==> config.mk <==
export PLATFORM = sky130hd
export DESIGN_NAME = hb_supervisor
export DESIGN_NICKNAME = d
export VERILOG_FILES = /design/src/rtl/hb_sup_pkg.sv /design/src/rtl/hb_uv_timer.sv /design/src/rtl/hb_fault_latch.sv /design/src/rtl/hb_bridge_gate.sv /design/src/rtl/hb_supervisor.sv
export SDC_FILE = /design/constraint.sdc
export NUM_CORES = 1
export LEC_CHECK = 0
export ABC_AREA = 1
export ABC_CLOCK_PERIOD_IN_PS = 1150
export BUFFER_PORTS_ARGS = -buffer_cell sky130_fd_sc_hd__buf_4
export CAP_MARGIN = 30
export CORE_ASPECT_RATIO = 1.4
export CORE_MARGIN = 2
export CORE_UTILIZATION = 33
export DETAILED_ROUTE_END_ITERATION = 10
export PLACE_DENSITY = 0.86
export SETUP_SLACK_MARGIN = 0.02
export SLEW_MARGIN = 20
export SYNTH_ARGS = -nofsm -noshare
export SYNTH_HDL_FRONTEND = slang
export SYNTH_SLANG_ARGS = --single-unit
==> constraint.sdc <==
create_clock -name clk -period 1.15 [get_ports clk]
set_input_delay 0.1725 -clock clk [delete_from_list [all_inputs] [get_ports clk]]
set_output_delay 0.1725 -clock clk [all_outputs]
set_load 0.005 [all_outputs]
==> src/rtl/hb_sup_pkg.sv <==
package hb_sup_pkg;

    localparam int NUM_BRIDGE = 6;
    localparam int NUM_SW     = 2 * NUM_BRIDGE;
    localparam int WORD_W     = 16;

    // Command word layout (bit 0 upwards): status reset, switch requests, detection-off, delay select, run
    typedef struct packed {
        logic              run;
        logic              sct;
        logic              ol_off;
        logic [NUM_SW-1:0] req;
        logic              srst;
    } cmd_t;

    // Status word layout (bit 0 upwards): prewarning, switch states, short, inhibit, supply fail
    typedef struct packed {
        logic              psf;
        logic              inh;
        logic              scd;
        logic [NUM_SW-1:0] sw;
        logic              tp;
    } stat_t;

    function automatic int ls_idx(input int bridge);
        return 2 * bridge;
    endfunction

    function automatic int hs_idx(input int bridge);
        return 2 * bridge + 1;
    endfunction

endpackage

==> src/rtl/hb_uv_timer.sv <==
module hb_uv_timer #(
    parameter int UV_TICKS = 14
) (
    input  logic clk,
    input  logic rst,
    input  logic uv_in,
    input  logic tick,
    output logic uv_trip
);
    localparam int CW = $clog2(UV_TICKS + 1);
    localparam logic [CW-1:0] LIMIT = CW'(UV_TICKS);

    logic [CW-1:0] cnt;

    always_ff @(posedge clk) begin
        if (rst) begin
            cnt <= '0;
        end else if (!uv_in) begin
            cnt <= '0;
        end else if (tick && cnt != LIMIT) begin
            cnt <= cnt + 1'b1;
        end
    end

    assign uv_trip = uv_in && (cnt == LIMIT);

    // a gap in undervoltage restarts the delay
    assert_uv_restart_R5: assert property (@(posedge clk) disable iff (rst)
        !uv_in |=> (cnt == '0));

    // the count never passes its limit
    assert_uv_bound_R5: assert property (@(posedge clk) disable iff (rst)
        cnt <= LIMIT);

endmodule

==> src/rtl/hb_fault_latch.sv <==
module hb_fault_latch (
    input  logic clk,
    input  logic rst,
    input  logic set_i,
    input  logic clr_i,
    output logic flag_o
);
    always_ff @(posedge clk) begin
        if (rst) begin
            flag_o <= 1'b0;
        end else if (set_i) begin
            flag_o <= 1'b1;
        end else if (clr_i) begin
            flag_o <= 1'b0;
        end
    end

    // a present fault beats a clear request
    assert_set_wins_R11: assert property (@(posedge clk) disable iff (rst)
        set_i |=> flag_o);

    // flags only fall on a clear
    assert_flag_sticky_R6: assert property (@(posedge clk) disable iff (rst)
        (flag_o && !clr_i) |=> flag_o);

endmodule

==> src/rtl/hb_bridge_gate.sv <==
module hb_bridge_gate (
    input  logic       run,
    input  logic       ol_mode,
    input  logic [1:0] req,
    input  logic [1:0] mask,
    input  logic [1:0] ol_cmp,
    output logic [1:0] en,
    output logic [1:0] src,
    output logic [1:0] st
);
    logic conflict;

    always_comb begin
        conflict = &req;
        en  = (run && !conflict) ? (req & ~mask) : 2'b00;
        src = ol_mode ? ~en : 2'b00;
        for (int j = 0; j < 2; j++) begin
            st[j] = (ol_mode && !en[j]) ? ol_cmp[j] : en[j];
        end
    end

endmodule

==> src/rtl/hb_supervisor.sv <==
module hb_supervisor
    import hb_sup_pkg::*;
#(
    parameter int UV_TICKS = 14
) (
    input  logic              clk,
    input  logic              rst,
    input  logic [WORD_W-1:0] cmd_word,
    input  logic              cmd_strobe,
    input  logic              inh_pin,
    input  logic              uv_flag,
    input  logic              tp_flag,
    input  logic              tsd_flag,
    input  logic [NUM_SW-1:0] ol_cmp,
    input  logic [NUM_SW-1:0] short_mask,
    input  logic              tick,
    output logic [NUM_SW-1:0] gate_en,
    output logic [NUM_SW-1:0] ol_src_en,
    output logic [WORD_W-1:0] status_word
);
    cmd_t  cmd;
    stat_t stat;
    logic  uv_trip, psf_q, scd_q, tsd_q;
    logic  status_clr, run, standby, ol_mode;
    logic  unused_sct;
    logic [NUM_SW-1:0] sw_state;

    assign cmd        = cmd_t'(cmd_word);
    assign unused_sct = cmd.sct;
    assign status_clr = cmd_strobe && cmd.srst;
    assign standby    = !cmd.run || !inh_pin;
    assign ol_mode    = !cmd.ol_off;
    assign run        = !standby && !uv_trip && !tsd_q;

    hb_uv_timer #(.UV_TICKS(UV_TICKS)) u_uv (
        .clk(clk), .rst(rst), .uv_in(uv_flag), .tick(tick), .uv_trip(uv_trip)
    );

    hb_fault_latch u_psf (
        .clk(clk), .rst(rst), .set_i(uv_trip), .clr_i(status_clr), .flag_o(psf_q)
    );

    hb_fault_latch u_scd (
        .clk(clk), .rst(rst), .set_i(|short_mask), .clr_i(status_clr), .flag_o(scd_q)
    );

    hb_fault_latch u_tsd (
        .clk(clk), .rst(rst), .set_i(tsd_flag), .clr_i(status_clr), .flag_o(tsd_q)
    );

    for (genvar b = 0; b < NUM_BRIDGE; b++) begin : g_bridge
        localparam int L = ls_idx(b);
        localparam int H = hs_idx(b);

        hb_bridge_gate u_gate (
            .run    (run),
            .ol_mode(ol_mode),
            .req    ({cmd.req[H], cmd.req[L]}),
            .mask   ({short_mask[H], short_mask[L]}),
            .ol_cmp ({ol_cmp[H], ol_cmp[L]}),
            .en     ({gate_en[H], gate_en[L]}),
            .src    ({ol_src_en[H], ol_src_en[L]}),
            .st     ({sw_state[H], sw_state[L]})
        );

        // the two switches of one bridge never conduct together
        assert_interlock_R3: assert property (@(posedge clk) disable iff (rst)
            !(gate_en[L] && gate_en[H]));
    end

    always_comb begin
        stat.tp  = tp_flag;
        stat.sw  = sw_state;
        stat.scd = scd_q;
        stat.inh = standby;
        stat.psf = psf_q;
        status_word = tsd_q ? '1 : WORD_W'(stat);
    end

    assert_uv_off_R5: assert property (@(posedge clk) disable iff (rst)
        uv_trip |-> (gate_en == '0));

    assert_tsd_off_R7: assert property (@(posedge clk) disable iff (rst)
        tsd_q |-> (gate_en == '0 && status_word == '1));

    assert_inhibit_R4: assert property (@(posedge clk) disable iff (rst)
        (!inh_pin || !cmd_word[15]) |-> (gate_en == '0));

    assert_short_off_R9: assert property (@(posedge clk) disable iff (rst)
        (gate_en & short_mask) == '0);

endmodule

==> results of run 1 <==
## timing repair
action / 4_1_cts / 5_1_grt
hold buffers: 0 / 0
buffers inserted: 3 / 2
resized for setup: 17 / 26
gates cloned: 2 / 0
setup endpoints to repair: 42 / 45
pin swaps: 6 / 5
endpoints found under the hold margin: 0 / 0
## report_power, final
group	switching [mW]	total [mW]	internal (mW)	leakage [nW]
registers	0.00775	0.259	0.252	0.0597
clock network	0.116	0.357	0.241	0.0228
logic	0.241	0.558	0.316	1.07
total	0.366	1.17	0.809	1.16
## worst max path at each step
| stage | endpoint | cells past startpoint |
|---|---|---|
| after floorplan | ol_src_en[0] | 7 |
| after global placement | ol_src_en[4] | 8 |
| after detailed placement | ol_src_en[11] | 8 |
| after CTS | ol_src_en[11] | 8 |
| after global routing | ol_src_en[0] | 8 |
| final | ol_src_en[10] | 8 |
## kinds of logic after synthesis
family / synth area share (%)
XOR/XNOR: 0.926
AO/OA/AOI/OAI: 10.6
AND/OR/NAND/NOR: 49.2
buffers and inverters: 21.8
flip-flops: 14.8
adder cells (fa/ha/maj): 2.65
## layout by cell type, fill, tap and decap left out
master	Yosys	final
buf_4	0	85
nand2_1	43	36
inv_1	42	30
nor2_1	28	28
a21oi_1	16	16
buf_6	3	16
inv_2	0	11
nand4_4	1	10
nand2_2	0	7
nand4_1	4	4
dfxtp_2	0	4
or2_4	0	3
clkbuf_8	0	3
buf_12	0	3
nand3_1	2	2
a21boi_0	2	2
dfxtp_1	7	2
nor2_4	1	1
inv_4	0	1
xor2_1	1	1
o21ai_0	1	1
ha_4	0	1
ha_1	2	1
clkbuf_1	2	1
nand4_2	9	1
buf_2	0	1
dfxtp_4	0	1
## worst max-delay path, cell delays in order, from the launching register on
cell and delay [ps]:
dfxtp_2 320, inv_2 80, ha_4 160, nand4_4 130
buf_12 190, nand4_4 80, nand2_2 70, inv_2 50
buf_6 80
## layout make-up
class,instances,share of cell area [%]
timing repair buffer,105,43.9
multi-input combinational,114,36.2
sequential,7,7.40
clock buffer,4,2.24
inverter,42,7.96
tap,37,2.30
## layer usage
| metal | global-route usage (%) | part of all wire [%] | vias up |
|---|---|---|---|
| met5 | 0 | 0 | - |
| met4 | 11.8 | 1.9 | 0 |
| met3 | 2.65 | 6.2 | 7 |
| met2 | 44.6 | 55 | 63 |
| met1 | 21.9 | 37 | 613 |
| li1 | - | - | 719 |
## state kept, by name (all words and copies together) (netlist names)
signal        count
u_uv.cnt          4
u_psf.flag_o      1
u_tsd.flag_o      1
u_scd.flag_o      1
## stage by stage
step / total power, mW / std cells / util (%) / setup slack [ps] / instance area [sq um]
floorplan: 0.468 / 168 / - / -21.6 / 1050
global placement: 0.755 / 299 / 65.4 / -162 / 1830
detailed placement: 0.765 / 299 / 65.4 / -178 / 1830
CTS: 1.16 / 308 / 69.9 / -366 / 1950
global route: 1.24 / 309 / 72.1 / -465 / 2010
finish: 1.17 / 309 / 72.1 / -414 / 2010
==> metrics.yaml, run 1 <==
synthesis:
  ys_warn_count: 0
  postSynthAreaPerCell_sq_um: 5.63
  synth_top_area_share_pct: 17.1
  async_flop_share_pct: 0
  synth-seq-cells: 7
  yosys-top-cells-count: "nand2_1, inv_1, nor2_1"
  ys_seq_area_share_pct: 14.8
  synth_edf_count: 0
  syn_inst: 168
  synth_area_sq_um: 946
  yosysMostFrequentCell: "nand2_1"
  synth_area_leaders: "nand2_1, inv_1, dfxtp_1, nand4_2, nor2_1"
  synth_top_cell_by_area: "nand2_1"
  syn-num-nets: 218
  synth_top_flop_cell: "dfxtp_1"
  synth_cell_type_count: 18
floorplanning:
  die_h_um: 67.3
  core_sq_um: 2790
  die_w_um: 49.3
  initial_core_util_pct: 33.9
  rows: 23
  io-pin-count: 88
  die_area_sq_um: 3320
sta:
  fin_ws_ps: -414
  tightest_slew_ps: 286
  fin_crit_sh_pct: 136
  skew_ps: 4.18
  hold-worst-slack_ps: 119
  final_max_slew_viol_count: 0
  slew_headroom_pct: 80.9
  rsz0062_at_grt: "yes"
  fmax_ghz: 0.639
  setup_violations: 41
  fin_setup_tns_ps: -13530
  layout_min_cycle_time_ps: 1560
  finalHoldViolCount: 0
routing:
  vias: 1402
  viasPerCell: 4.54
  drt-wirelength-per-cell_um: 11.9
  drt-total-wl_um: 3690
  postRouteAntennaNets: 0
  drc: 0
  drt_first_pass_iters: 4
  drtIter0Drc: 40
placed_design:
  dp_hpwl_um: 2780
  routabilityCongestion: 0.775
  numPortBuffers: 86
global_route:
  grt_max_degree: 25
  grt_pass1_vias: 1346
  track_usage_pct: 22.2
  antenna_found_initial: 0
  grt_pass1_wl_um: 5710
  grt-ovfl-total: 0
flow_run:
  drv_cap: 0
clock_network:
  cts_max_level: 1
  worst_setup_hold_path_clk_slew_ps: 40
  root_buffer: "clkbuf_8"
  cts_made_buffers: 3
  cts_sinks: 7
  clk_path_buf_depth: 2
  clock_latency_ps: 230
  cts_tree: "built"
worst_setup_path:
  crit_start: "u_uv.cnt[0]"
  timing.rr.start: "u_uv.cnt[0]"
  critPathKind: "register to primary output"
  crit_arrival_ps: 1390
  endpoint_kind: "primary output"
  r2r-end: "u_psf.flag_o"
  required_ps: 980
  r2r_slack_ps: -20
  crit_fanout: 5
  ff2ff_path_depth: 6
  startpoint_type: "register"
final_layout:
  area.sequential_sq_um: 149
  drive_above_1_share_pct: 54.4
  diodes: 0
  fin_nets: 323
  syn_to_final_growth_pct: 113
  final.fill_count: 209
  multiInputGateArea_sq_um: 728
power_and_ir_drop:
  p_leak_nw: 1.16
  ir_worst_vdd_v: 0.000697
  p_per_area_nw_per_um2: 584
hold_path:
  holdPathStages: 2
  hp-start: "rst"
  hp-class: "input pin to register"
  worst_hold_path.endpoint: "u_tsd.flag_o"
status:
  status: "finished with violations"
  violations: "setup timing"
(Power assumes the default switching activity.)
==> run 2, diff against run 1 <==
--- a/config.mk
+++ b/config.mk
@@ -13,6 +13,7 @@
 export CORE_MARGIN = 2
 export CORE_UTILIZATION = 33
 export DETAILED_ROUTE_END_ITERATION = 10
+export MAX_ROUTING_LAYER = met4
 export PLACE_DENSITY = 0.86
 export SETUP_SLACK_MARGIN = 0.02
 export SLEW_MARGIN = 20
==> run 2 against run 1 <==
  * The run still ends with setup timing left
  * Via count is the same
  * Largest power group unchanged
  * Clock skew is essentially flat
  * Combinational power is essentially flat
  * Design area is the same
  * Non-clock buffer count is the same
  * Sequential power is essentially flat
  * Hold slack is essentially flat
  * Critical endpoint unchanged
  * Global-route usage grew 0.64 points
  * Total power is essentially flat
  * Critical path type unchanged
  * First-iteration DRC count grew 10%
  * Sequential share of layout area is the same
==> metrics.yaml, run 2 (synthesized netlist as in run 1, its figures left out) <==
clock_network:
  clock_latency_ps: 230
  root_buffer: "clkbuf_8"
  cts_hold_buf: 0
  cts_sinks: 7
  clk_path_buf_depth: 2
  cts_max_level: 1
  worst_setup_hold_path_clk_slew_ps: 40
  cts_tree: "built"
  cts_made_buffers: 3
routing:
  viasPerCell: 4.54
  vias: 1402
  postRouteAntennaNets: 0
  drt_first_pass_iters: 4
  drtIter0Drc: 44
  drc: 0
  drt-total-wl_um: 3690
  drt-wirelength-per-cell_um: 11.9
flow_run:
  drv_cap: 0
worst_setup_path:
  required_ps: 980
  timing.rr.start: "u_uv.cnt[0]"
  critPathKind: "register to primary output"
  r2r-end: "u_psf.flag_o"
  crit_start: "u_uv.cnt[0]"
  crit_fanout: 5
  r2r_slack_ps: -20
  ff2ff_path_depth: 6
  endpoint_kind: "primary output"
  startpoint_type: "register"
  crit_arrival_ps: 1400
placed_design:
  numPortBuffers: 86
  dp.cells: 299
  routabilityCongestion: 0.785
  dp_hpwl_um: 2780
final_layout:
  drive_above_1_share_pct: 54.4
  largest_reg_flops: 4
  layout_commonest_cell: "buf_4"
  syn_to_final_growth_pct: 113
  top_register: "u_uv.cnt"
  fin_nets: 323
  diodes: 0
  fin_cells: 309
  final.fill_count: 209
  mostFrequentLayoutCells: "buf_4, nand2_1, inv_1"
global_route:
  grt_pass1_wl_um: 5710
  antenna_found_initial: 0
  grt-ovfl-total: 0
  grt_max_degree: 25
  grt_pass1_vias: 1346
  track_usage_pct: 22.8
power_and_ir_drop:
  ir_worst_vdd_v: 0.000696
  power_mw: 1.17
  p_per_area_nw_per_um2: 584
  p_leak_nw: 1.16
sta:
  setup_violations: 42
  rsz0062_at_grt: "yes"
  skew_ps: 4.10
  fin_crit_sh_pct: 136
  final_max_slew_viol_count: 0
  fin_ws_ps: -420
  finalHoldViolCount: 0
  fmax_ghz: 0.637
  slew_headroom_pct: 80.5
  hold-worst-slack_ps: 119
  layout_min_cycle_time_ps: 1570
  tightest_slew_ps: 292
hold_path:
  holdPathStages: 2
  hp-class: "input pin to register"
  worst_hold_path.endpoint: "u_tsd.flag_o"
  hp-start: "rst"
floorplanning:
  die_h_um: 67.3
  die_area_sq_um: 3320
  io-pin-count: 88
  core_sq_um: 2790
  die_w_um: 49.3
  initial_core_util_pct: 33.9
  rows: 23
status:
  status: "finished with violations"
  violations: "setup timing"
[run 2: worst max-delay path: stages, from the launching register on]
cell	delay, ps
dfxtp_2	320
inv_2	80
ha_4	160
nand4_4	130
buf_12	190
nand4_4	80
nand2_2	70
inv_2	50
buf_6	80
[run 2: per-stage QoR]
stage | cell area [sq um] | TNS [ps] | util (%) | setup slack, ps
floorplan | 1050 | -195 | - | -21.6
global placement | 1830 | -4610 | 65.4 | -162
detailed placement | 1830 | -5110 | 65.4 | -178
CTS | 1950 | -12460 | 69.9 | -366
global route | 2010 | -15730 | 72.1 | -465
finish | 2010 | -13720 | 72.1 | -420
[run 2: what timing repair did]
action,4_1_cts,5_1_grt
gates cloned,2,0
setup endpoints to repair,42,45
pin swaps,6,5
setup buffers,3,2
hold endpoints to repair,0,0
resized for setup,17,26
[run 2: final cells by class]
cell class / instances / area [sq um] / area share, %
Inverter: 42 / 160 / 7.96
Sequential cell: 7 / 149 / 7.40
Timing Repair Buffer: 105 / 883 / 43.9
Tap cell: 37 / 46.3 / 2.30
Multi-Input combinational cell: 114 / 728 / 36.2
Clock buffer: 4 / 45.0 / 2.24
[run 2: how the worst max path moves through the flow]
stage / end / slack [ps]
floorplan: ol_src_en[0] / -20
global placement: ol_src_en[4] / -160
detailed placement: ol_src_en[11] / -180
CTS: ol_src_en[11] / -370
global route: ol_src_en[0] / -460
finish: ol_src_en[10] / -420
[run 2: routing by layer]
metal / track usage, % / wire [um]
met1: 22.0 / 1350
met2: 44.6 / 2040
met3: 2.43 / 223
met4: 11.8 / 71
met5: - / 0
[run 2: power by group]
part / internal, mW / switching, mW / leakage [nW]
registers: 0.252 / 0.00785 / 0.0597
logic: 0.316 / 0.242 / 1.07
clock network: 0.241 / 0.116 / 0.0228
total: 0.809 / 0.366 / 1.16
==> run 3, diff against run 2 <==
--- a/config.mk
+++ b/config.mk
@@ -13,6 +13,7 @@
 export CORE_MARGIN = 2
 export CORE_UTILIZATION = 33
 export DETAILED_ROUTE_END_ITERATION = 10
+export HOLD_SLACK_MARGIN = 0.12
 export MAX_ROUTING_LAYER = met4
 export PLACE_DENSITY = 0.86
 export SETUP_SLACK_MARGIN = 0.02
==> run 3 against run 2 <==
  * The run still ends with setup timing left
  * Register-to-register slack about the same
  * Combinational power is 0.7% higher
  * Non-clock buffer count is 2 higher
  * Hold slack improved by 42 ps
  * Total power increased by 0.22%
  * Sequential power about the same
  * Global-route usage is the same
  * Design area up 1.0%
  * Clock-buffer cell count unchanged
  * Routed wire length down 0.41%
==> metrics.yaml, run 3 (synthesized netlist as in run 1, its figures left out) <==
worst_setup_path:
  crit_start: "u_uv.cnt[0]"
  max_stage_delay_ps: 320
  required_ps: 980
  crit_slowest_cell: "dfxtp_2"
  critical_path.cell_chain: "inv_2, ha_4, nand4_4, buf_12, nand4_4, nand2_2, inv_2, buf_6"
  endpoint_kind: "primary output"
  crit_fanout: 5
  critPathKind: "register to primary output"
  critPathBufInv: 4
  timing.rr.start: "u_uv.cnt[0]"
  startpoint_type: "register"
  crit_arrival_ps: 1390
  critPathTopFamily: "buffers and inverters"
final_layout:
  drive_above_1_share_pct: 54.0
  final.fill_count: 204
  multiInputGateArea_sq_um: 728
  fin_nets: 325
  top_register: "u_uv.cnt"
  mostFrequentLayoutCells: "buf_4, nand2_1, inv_1"
  largest_reg_flops: 4
  syn_to_final_growth_pct: 115
  area.sequential_sq_um: 149
  layout_commonest_cell: "buf_4"
  finish.utilization_pct: 72.8
  diodes: 0
floorplanning:
  rows: 23
  initial_core_util_pct: 33.9
  die_area_sq_um: 3320
  die_w_um: 49.3
  io-pin-count: 88
  die_h_um: 67.3
  core_sq_um: 2790
power_and_ir_drop:
  power_frac_comb_pct: 47.7
  ir_worst_vdd_v: 0.000692
  p_int_mw: 0.813
  p_per_area_nw_per_um2: 579
  seqPwrFrac_pct: 22.0
  clkPwrFrac_pct: 30.2
  p_leak_nw: 1.17
  p_sw_share_pct: 31.0
  p_switching_mw: 0.364
sta:
  final_max_slew_viol_count: 0
  fin_crit_sh_pct: 136
  fin_ws_ps: -415
  rsz0062_at_grt: "yes"
  hold-worst-slack_ps: 161
  slew_headroom_pct: 82.2
  layout_min_cycle_time_ps: 1570
  tightest_slew_ps: 266
  fin_setup_tns_ps: -13630
  skew_ps: 4.32
  setup_violations: 41
  finalHoldViolCount: 0
  fmax_ghz: 0.639
global_route:
  grt_pass1_vias: 1359
  track_usage_pct: 22.8
  grt_max_degree: 25
  grt-ovfl-total: 0
  antenna_found_initial: 0
  grt_pass1_wl_um: 5710
clock_network:
  clk_path_buf_depth: 2
  cts_tree: "built"
  cts_sinks: 7
  worst_setup_hold_path_clk_slew_ps: 40
  cts_made_buffers: 3
  clock_latency_ps: 230
  root_buffer: "clkbuf_8"
  cts_max_level: 1
routing:
  viasPerCell: 4.55
  postRouteAntennaNets: 0
  vias: 1416
  drt-wirelength-per-cell_um: 11.8
  drt_first_pass_iters: 4
  drc: 0
  drt-total-wl_um: 3670
  drtIter0Drc: 42
placed_design:
  routabilityCongestion: 0.785
  numPortBuffers: 86
  dp_hpwl_um: 2780
hold_path:
  hp-class: "input pin to register"
  hp-start: "tsd_flag"
status:
  status: "finished with violations"
  violations: "setup timing"
flow_run:
  drv_cap: 0
==> run 3: timing repair <==
item | in CTS | in global routing
setup endpoints to repair | 42 | 45
buffers inserted | 3 | 2
pin swaps | 6 | 5
gates resized for setup | 17 | 26
hold buffers | 2 | 0
gates cloned | 2 | 0
hold endpoints to repair | 2 | 0
==> run 3: per-stage QoR <==
step	power, mW	cells	cell area, sq um	worst slack, ps
detailed placement	0.765	299	1830	-178
global route	1.24	311	2030	-465
global placement	0.755	299	1830	-162
floorplan	0.468	168	1050	-21.6
finish	1.18	311	2030	-415
CTS	1.17	310	1970	-366
==> run 3: worst paths after layout <==
check | endpoint | slack (ps) | cells after the start
setup / recovery | ol_src_en[10] | -420 | 8
hold / removal | u_tsd.flag_o | 160 | 3
hold reg to reg | u_psf.flag_o | 470 | 2
setup reg to reg | u_psf.flag_o | -20 | 6
==> run 3: layout make-up <==
class	count	share of cell area, %
clock buffer	4	2.22
sequential	7	7.33
inverter	42	7.88
tap	37	2.28
multi-input combinational	114	35.8
timing repair buffer	107	44.5
==> run 3: worst min-delay path, delay by kind of cell <==
kind | cells | cell delay [ps]
compound gates | 1 | 30
simple gates | 1 | 80
buf+inv | 1 | 80
==> run 3: power groups by stage <==
| stage | clock network [mW] | registers [mW] | logic, mW |
|---|---|---|---|
| finish | 0.356 | 0.259 | 0.562 |
| global route | 0.377 | 0.259 | 0.609 |
| CTS | 0.369 | 0.259 | 0.538 |
| detailed placement | 0 | 0.262 | 0.503 |
| global placement | 0 | 0.262 | 0.493 |
| floorplan | 0 | 0.261 | 0.207 |
==> run 3: routing by layer <==
layer  share of wire, %  up-vias  GRT usage, %
li1                   -      724             -
met1                 36      616          21.6
met2                 55       65          44.3
met3                6.3       11          2.65
met4                3.0        0          13.2
met5                  0        -             -
